--- src/rtl/bcd_alu_pkg.sv ---
package bcd_alu_pkg;
  localparam int unsigned DATA_W  = 8;
  localparam int unsigned NIB_W   = DATA_W / 2;
  localparam int unsigned CALC_W  = DATA_W + 4;

  typedef enum logic [1:0] {
    ST_IDLE  = 2'd0,
    ST_STALL = 2'd1,
    ST_EVAL  = 2'd2,
    ST_DONE  = 2'd3
  } aluState_t;

  typedef struct packed {
    logic capture;
    logic loadRes;
  } ctrlStrobe_t;

  typedef struct packed {
    logic n;
    logic v;
    logic z;
    logic c;
  } aluFlags_t;
endpackage

--- src/rtl/bcd_alu_ctrl.sv ---
module bcd_alu_ctrl
  import bcd_alu_pkg::*;
(
  input  logic        clk,
  input  logic        rstN,
  input  logic        inValid,
  input  logic        needExtra,
  input  logic        outReady,
  output logic        inReady,
  output logic        outValid,
  output logic        extraCycle,
  output ctrlStrobe_t strobe
);
  aluState_t state, stateNext;

  always_comb begin
    stateNext = state;
    unique case (state)
      ST_IDLE:  if (inValid) stateNext = needExtra ? ST_STALL : ST_EVAL;
      ST_STALL: stateNext = ST_EVAL;
      ST_EVAL:  stateNext = ST_DONE;
      ST_DONE:  if (outReady) stateNext = ST_IDLE;
      default:  stateNext = ST_IDLE;
    endcase
  end

  always_ff @(posedge clk) begin
    if (!rstN) state <= ST_IDLE;
    else       state <= stateNext;
  end

  assign inReady        = (state == ST_IDLE);
  assign outValid       = (state == ST_DONE);
  assign extraCycle     = (state == ST_STALL);
  assign strobe.capture = inValid && (state == ST_IDLE);
  assign strobe.loadRes = (state == ST_EVAL);

  assert_extra_one_cycle_R8: assert property (@(posedge clk) disable iff (!rstN)
    extraCycle |=> !extraCycle);
  assert_extra_follows_accept_R8: assert property (@(posedge clk) disable iff (!rstN)
    (inValid && inReady && needExtra) |=> extraCycle);
  assert_no_extra_plain_R8: assert property (@(posedge clk) disable iff (!rstN)
    (inValid && inReady && !needExtra) |=> !extraCycle);
  assert_ready_valid_excl_R9: assert property (@(posedge clk) disable iff (!rstN)
    !(inReady && outValid));
endmodule

--- src/rtl/bcd_alu_dp.sv ---
module bcd_alu_dp
  import bcd_alu_pkg::*;
(
  input  logic              clk,
  input  logic              rstN,
  input  ctrlStrobe_t       strobe,
  input  logic [DATA_W-1:0] accumIn,
  input  logic [DATA_W-1:0] operandIn,
  input  logic              carryIn,
  input  logic              decimalIn,
  input  logic              subIn,
  input  logic              cmosIn,
  output logic [DATA_W-1:0] result,
  output aluFlags_t         flags
);
  typedef logic signed [CALC_W-1:0] calc_t;

  logic [DATA_W-1:0] aReg, bReg;
  logic              cReg, dReg, sReg, mReg;

  always_ff @(posedge clk) begin
    if (!rstN) begin
      aReg <= '0; bReg <= '0;
      cReg <= 1'b0; dReg <= 1'b0; sReg <= 1'b0; mReg <= 1'b0;
    end else if (strobe.capture) begin
      aReg <= accumIn; bReg <= operandIn;
      cReg <= carryIn; dReg <= decimalIn; sReg <= subIn; mReg <= cmosIn;
    end
  end

  // shared binary adder: operand complemented for subtract
  logic [DATA_W-1:0] bEff, binRes;
  logic [DATA_W:0]   binSum;
  logic              binV;

  always_comb begin
    bEff   = sReg ? ~bReg : bReg;
    binSum = {1'b0, aReg} + {1'b0, bEff} + {{DATA_W{1'b0}}, cReg};
    binRes = binSum[DATA_W-1:0];
    binV   = ~(aReg[DATA_W-1] ^ bEff[DATA_W-1]) & (aReg[DATA_W-1] ^ binRes[DATA_W-1]);
  end

  // decimal paths, computed in signed arithmetic
  calc_t aLo, bLo, aHi, bHi, aFull, bFull, cIn;
  calc_t addLo, addSeq, addAdj, subLoRaw, subLoAdj, subOld, subNew;
  logic  addC;

  always_comb begin
    aLo   = calc_t'({{(CALC_W-NIB_W){1'b0}}, aReg[NIB_W-1:0]});
    bLo   = calc_t'({{(CALC_W-NIB_W){1'b0}}, bReg[NIB_W-1:0]});
    aHi   = calc_t'({{(CALC_W-DATA_W){1'b0}}, aReg[DATA_W-1:NIB_W], {NIB_W{1'b0}}});
    bHi   = calc_t'({{(CALC_W-DATA_W){1'b0}}, bReg[DATA_W-1:NIB_W], {NIB_W{1'b0}}});
    aFull = calc_t'({{(CALC_W-DATA_W){1'b0}}, aReg});
    bFull = calc_t'({{(CALC_W-DATA_W){1'b0}}, bReg});
    cIn   = calc_t'({{(CALC_W-1){1'b0}}, cReg});

    addLo = aLo + bLo + cIn;
    if (addLo > 12'sd9) addLo = ((addLo + 12'sd6) & 12'sd15) + 12'sd16;
    addSeq = aHi + bHi + addLo;
    addAdj = (addSeq >= 12'sd160) ? addSeq + 12'sd96 : addSeq;
    addC   = (addAdj > 12'sd255);

    subLoRaw = aLo - bLo + cIn - 12'sd1;
    subLoAdj = (subLoRaw < 12'sd0) ? ((subLoRaw - 12'sd6) & 12'sd15) - 12'sd16 : subLoRaw;
    subOld   = aHi - bHi + subLoAdj;
    if (subOld < 12'sd0) subOld = subOld - 12'sd96;

    subNew = aFull - bFull + cIn - 12'sd1;
    if (subNew < 12'sd0)   subNew = subNew - 12'sd96;
    if (subLoRaw < 12'sd0) subNew = subNew - 12'sd6;
  end

  // result and flag selection by mode and variant
  logic [DATA_W-1:0] resNext;
  aluFlags_t         flagsNext;

  always_comb begin
    resNext   = binRes;
    flagsNext = '{n: binRes[DATA_W-1], v: binV, z: (binRes == '0), c: binSum[DATA_W]};
    if (dReg && !sReg) begin
      resNext     = addAdj[DATA_W-1:0];
      flagsNext.c = addC;
      if (mReg) begin
        flagsNext.n = resNext[DATA_W-1];
        flagsNext.z = (resNext == '0);
        flagsNext.v = (aReg[DATA_W-1] ^ resNext[DATA_W-1]) & ~(aReg[DATA_W-1] ^ bReg[DATA_W-1]);
      end else begin
        flagsNext.n = addSeq[DATA_W-1];
        flagsNext.v = (aReg[DATA_W-1] ^ addSeq[DATA_W-1]) & ~(aReg[DATA_W-1] ^ bReg[DATA_W-1]);
      end
    end else if (dReg && sReg) begin
      resNext = mReg ? subNew[DATA_W-1:0] : subOld[DATA_W-1:0];
      if (mReg) begin
        flagsNext.n = resNext[DATA_W-1];
        flagsNext.z = (resNext == '0);
        flagsNext.v = (aReg[DATA_W-1] ^ resNext[DATA_W-1]) & (aReg[DATA_W-1] ^ bReg[DATA_W-1]);
      end
    end
  end

  always_ff @(posedge clk) begin
    if (!rstN) begin
      result <= '0;
      flags  <= '0;
    end else if (strobe.loadRes) begin
      result <= resNext;
      flags  <= flagsNext;
    end
  end

  assert_bin_add_identity_R1: assert property (@(posedge clk) disable iff (!rstN)
    (!dReg && !sReg) |-> ({flagsNext.c, resNext} ==
      ({1'b0, aReg} + {1'b0, bReg} + {{DATA_W{1'b0}}, cReg})));
  assert_bcd_digits_R3: assert property (@(posedge clk) disable iff (!rstN)
    (dReg && aReg[7:4] <= 4'd9 && aReg[3:0] <= 4'd9 && bReg[7:4] <= 4'd9 && bReg[3:0] <= 4'd9)
      |-> (resNext[7:4] <= 4'd9 && resNext[3:0] <= 4'd9));
endmodule

--- src/rtl/bcd_alu_unit.sv ---
module bcd_alu_unit
  import bcd_alu_pkg::*;
(
  input  logic              clk,
  input  logic              rstN,
  input  logic              inValid,
  output logic              inReady,
  input  logic [DATA_W-1:0] accum,
  input  logic [DATA_W-1:0] operand,
  input  logic              carryIn,
  input  logic              decimalMode,
  input  logic              opSub,
  input  logic              cmosMode,
  output logic              outValid,
  input  logic              outReady,
  output logic [DATA_W-1:0] result,
  output logic              flagN,
  output logic              flagV,
  output logic              flagZ,
  output logic              flagC,
  output logic              extraCycle
);
  ctrlStrobe_t strobe;
  aluFlags_t   flags;

  bcd_alu_ctrl uCtrl (
    .clk(clk), .rstN(rstN), .inValid(inValid),
    .needExtra(decimalMode && cmosMode), .outReady(outReady),
    .inReady(inReady), .outValid(outValid), .extraCycle(extraCycle),
    .strobe(strobe)
  );

  bcd_alu_dp uDp (
    .clk(clk), .rstN(rstN), .strobe(strobe),
    .accumIn(accum), .operandIn(operand), .carryIn(carryIn),
    .decimalIn(decimalMode), .subIn(opSub), .cmosIn(cmosMode),
    .result(result), .flags(flags)
  );

  assign flagN = flags.n;
  assign flagV = flags.v;
  assign flagZ = flags.z;
  assign flagC = flags.c;

  assert_hold_stable_R9: assert property (@(posedge clk) disable iff (!rstN)
    (outValid && !outReady) |=> (outValid && $stable(result) && $stable(flags)));
endmodule

--- config.mk ---
export PLATFORM = sky130hd
export DESIGN_NAME = bcd_alu_unit
export DESIGN_NICKNAME = d
export VERILOG_FILES = /design/src/rtl/bcd_alu_pkg.sv /design/src/rtl/bcd_alu_ctrl.sv /design/src/rtl/bcd_alu_dp.sv /design/src/rtl/bcd_alu_unit.sv
export SDC_FILE = /design/constraint.sdc
export NUM_CORES = 1
export LEC_CHECK = 0
export BUFFER_PORTS_ARGS = -buffer_cell sky130_fd_sc_hd__buf_2
export CORE_MARGIN = 1
export CORE_UTILIZATION = 28
export CTS_CLUSTER_DIAMETER = 80
export DETAILED_ROUTE_END_ITERATION = 10
export PLACE_DENSITY = 0.54
export SYNTH_ARGS = -nofsm -noshare
export SYNTH_HDL_FRONTEND = slang
export SYNTH_SLANG_ARGS = --single-unit
--- constraint.sdc ---
create_clock -name clk -period 5.1 [get_ports clk]
set_input_delay 0.51 -clock clk [delete_from_list [all_inputs] [get_ports clk]]
set_output_delay 0.51 -clock clk [all_outputs]
set_load 0.1 [all_outputs]
==> results by group <==
Clocking
  • # Post-CTS Setup Buffers: 0
  • Post_cts resized: 0
  • Worst skew pair latency: approximately 0.28 ns
  • Htree depth: 2
  • Clk buf depth: 2
  • Clk root buf: clkbuf_16
  • CTS tree: built
  • Clock-pin slew on the worst setup and hold paths: 0.06 ns
  • CTS Sinks: 34
  • Hold bufs inserted after CTS: 0
  • Inserted Clock Buffers: 5

Final layout
  • Syn-to-layout area delta: 13.1%
  • Finished Cell Area: 4620 um^2
  • Non-filler cells, final: 730
  • Total Nets Final: 624
  • Commonest non-fill, non-tap cell in the layout: nand2_1
  • Commonest cells after routing, fill and taps aside: nand2_1, ha_1, inv_1
  • Share of layout cells above drive strength 1: between 10% and 20%
  • Fill count: 1499
  • Ant. Diodes: 0

Route
  • Vias per std cell: 5.16
  • Vias: 3765
  • Final WL: between 10000 and 15000 um
  • TritonRoute pass-1 iters: 5
  • Routed wire per std cell: 15.0 um
  • Drt initial violations: between 200 and 250
  • DR DRC count: 0
  • Antenna viol nets, final: 0

Floorplan
  • I/O pin total: 39
  • Die area: around 15000 um^2
  • Site row count: between 40 and 50
  • Die Span X: 123 um
  • Starting Density: 29.1%
  • Core Region: 14000 um^2
  • Die Y: around 120 um

Timing
  • Clock skew: 0.00635 ns
  • Fin crit share: around nine tenths
  • Relative slew slack: about 43%
  • Setup ws final: 0.475 ns
  • Fin. Hold Viols: 0
  • Setup TNS: 0 ns
  • Hold_ws: 0.469 ns
  • Final Max Tran Viols: 0
  • Min cycle time layout: 4.62 ns
  • RSZ-0062 raised after global routing: no
  • Endpoints failing setup: 0
  • Slew @ Worst Pin: approximately 0.86 ns
  • Fmax: 216 MHz

Placed design
  • Placed Instances: 722
  • GP Congestion: 0.845
  • Place WS: 0.484 ns
  • Port-buffer cells: 38
  • Cell area after placement: 4430 um^2
  • DP Wirelength: 8840 um

Power and ir drop
  • Peak supply drop: about 0.36 mV
  • Leak: 0.00195 uW
  • Pwr/cell area: roughly 680 nW/um^2

Logic synthesis
  • Post-synth top flop: dfxtp_1
  • Synth Register Bits: 34
  • Post-synth ARST share: 0%
  • Syn nets: 597
  • Simple logic cell fraction of the synthesized area: 19.7%
  • Post-Syn Instances: 522
  • Number of synthesized flops with an enable pin: 0
  • Post-Synth Adder-Cell Area: 17.1%
  • Synth Area per Inst: just under 8 um^2
  • Synth cell types: 70
  • Largest family of logic cells by synthesized area: compound AO/OA/AOI/OAI gates
  • Mux share of post-synthesis cell area: 3.03%
  • Syn Std Cell Area: 4090 um^2
  • Yosys warns: 0
  • Synth Area in XOR/XNOR: 10.2%
  • Synth Area in Compound Gates: 27.2%
  • Sequential-to-total area share from yosys stat: 16.7%

Critical path
  • Most frequent CP cell: ha_1
  • Crit path kind: flip-flop to flip-flop
  • Worst reg2reg setup slack: ~0.48 ns
  • CP startpoint kind: flip-flop
  • Crit path cell chain: inv_1 -> ha_1 -> inv_1 -> fa_1 -> xnor2_1 -> nand3_1 -> mux2_2 -> ha_1 -> or3_1 -> ha_1 -> a21oi_1 -> o2111ai_1 -> a32o_1 -> o22ai_1 -> xnor2_1 -> nor2_1 -> a21oi_1 -> nor4_1 -> a31o_2
  • Crit end category: flip-flop
  • Slowest stage delay, CP: 0.46 ns
  • CP max-delay cell: fa_1
  • Worst reg-to-reg path cell count: 19
  • Worst EP arrival: 4.80 ns
  • RR Startpoint: uDp.aReg[0]$_SDFFE_PN0P_
  • Max FO, Critical Path: 6
  • R2r endpoint: uDp.flags[1]$_SDFFE_PN0P_
  • CP required: approximately 5.3 ns

Global route
  • Largest net degree at the start of global routing: 39
  • First-pass GRT wire length: 18300 um
  • Vias in the first global route: 3634
  • Initial antenna violation count: 0
  • Global Route Usage Sum: 15.3%
  • GRT overflow: 0

Hold path
  • Worst Hold Class: flip-flop to flip-flop
  • Hold Path Sink: uDp.aReg[0]$_SDFFE_PN0P_
  • Hold wc startpoint: uDp.aReg[0]$_SDFFE_PN0P_
  • Hold path cells: 2

Run status
  • Status: complete, no violations

Run
  • Max-cap violations: 0
## worst max-delay path, delay by kind of cell, from the launching register on
kind                       cells  cell delay [ns]
adders and majority gates      4             1.16
muxes                          1             0.36
buffers and inverters          2             0.17
and+or+nand+nor                4             0.63
AOI/OAI and AO/OA              6             1.41
xor gates and xnor gates       2             0.48
DFF                            1             0.31
## sequential cells by signal (all words and copies together), names as in the netlist
register / cells
uDp.result: 8
uDp.flags: 4
uDp.mReg: 1
uDp.sReg: 1
uDp.dReg: 1
uDp.bReg: 8
uDp.aReg: 8
uCtrl.state: 2
uDp.cReg: 1
## synthesized netlist by cell type, types with 4 or more instances
cell | count | area share (%)
a21boi_0 | 24 | 4.4
a21o_1 | 6 | 1.1
a21oi_1 | 16 | 2.0
a22oi_1 | 5 | 0.92
a31oi_1 | 8 | 1.2
clkbuf_1 | 14 | 1.3
dfxtp_1 | 34 | 17
fa_1 | 8 | 3.9
ha_1 | 43 | 13
inv_1 | 41 | 3.8
mux2i_1 | 9 | 2.2
nand2_1 | 68 | 6.2
nand2b_1 | 6 | 0.92
nand3_1 | 12 | 1.5
nor2_1 | 36 | 3.3
nor2b_1 | 11 | 1.7
nor3_1 | 12 | 1.5
o211a_1 | 4 | 0.98
o211ai_1 | 8 | 1.5
o21a_1 | 8 | 1.5
o21ai_0 | 20 | 2.4
xnor2_1 | 25 | 5.4
xor2_1 | 20 | 4.3
## power breakdown
part           switching [uW]  total (uW)  internal, uW
logic                    1490        2380           887
registers                61.0         380           319
clock network             120         401           281
## area by class of cell
cell class	count	area, um^2	area share, %
clock buffers	5	125	2.71
inverters	41	154	3.33
multi-input cells	426	3150	68.3
repair buffers	41	213	4.60
flip-flops and latches	34	681	14.7
well taps	180	225	4.87
clock inverters	3	68.8	1.49
## kinds of logic (layout without fill, tap and decap cells)
logic type / after synthesis / after routing
buf+inv: 62 / 90
simple gates: 172 / 172
xor+xnor: 46 / 46
mux: 12 / 12
compound gates: 145 / 145
flops: 34 / 34
fa+ha+maj: 51 / 51
## per-stage QoR
stage	power (uW)	utilization, %
4_1_cts	3160	32.9
3_3_place_gp	2720	31.5
6_report	3160	32.9
3_5_place_dp	2750	31.5
2_1_floorplan	2260	-
5_1_grt	3450	32.9
## how the worst max path moves through the flow
stage	from	endpoint	slack, ns
2_1_floorplan	uDp.aReg[0]$_SDFFE_PN0P_	uDp.flags[1]$_SDFFE_PN0P_	0.86
3_3_place_gp	uDp.aReg[0]$_SDFFE_PN0P_	uDp.flags[1]$_SDFFE_PN0P_	0.65
3_5_place_dp	uDp.aReg[0]$_SDFFE_PN0P_	uDp.flags[1]$_SDFFE_PN0P_	0.48
4_1_cts	uDp.aReg[0]$_SDFFE_PN0P_	uDp.flags[1]$_SDFFE_PN0P_	0.47
5_1_grt	uDp.aReg[0]$_SDFFE_PN0P_	uDp.flags[1]$_SDFFE_PN0P_	0.15
6_report	uDp.aReg[0]$_SDFFE_PN0P_	uDp.flags[1]$_SDFFE_PN0P_	0.48
## routing by layer
metal	track usage (%)	routed length [um]	vias to the layer above	part of all wire (%)
met5	0	0	-	0
met4	3.81	174	0	1.6
met3	1.77	390	15	3.6
met2	26.2	5150	86	47
met1	20.4	5220	1759	48
li1	-	-	1905	-
Power figures use the tool's default switching activity.
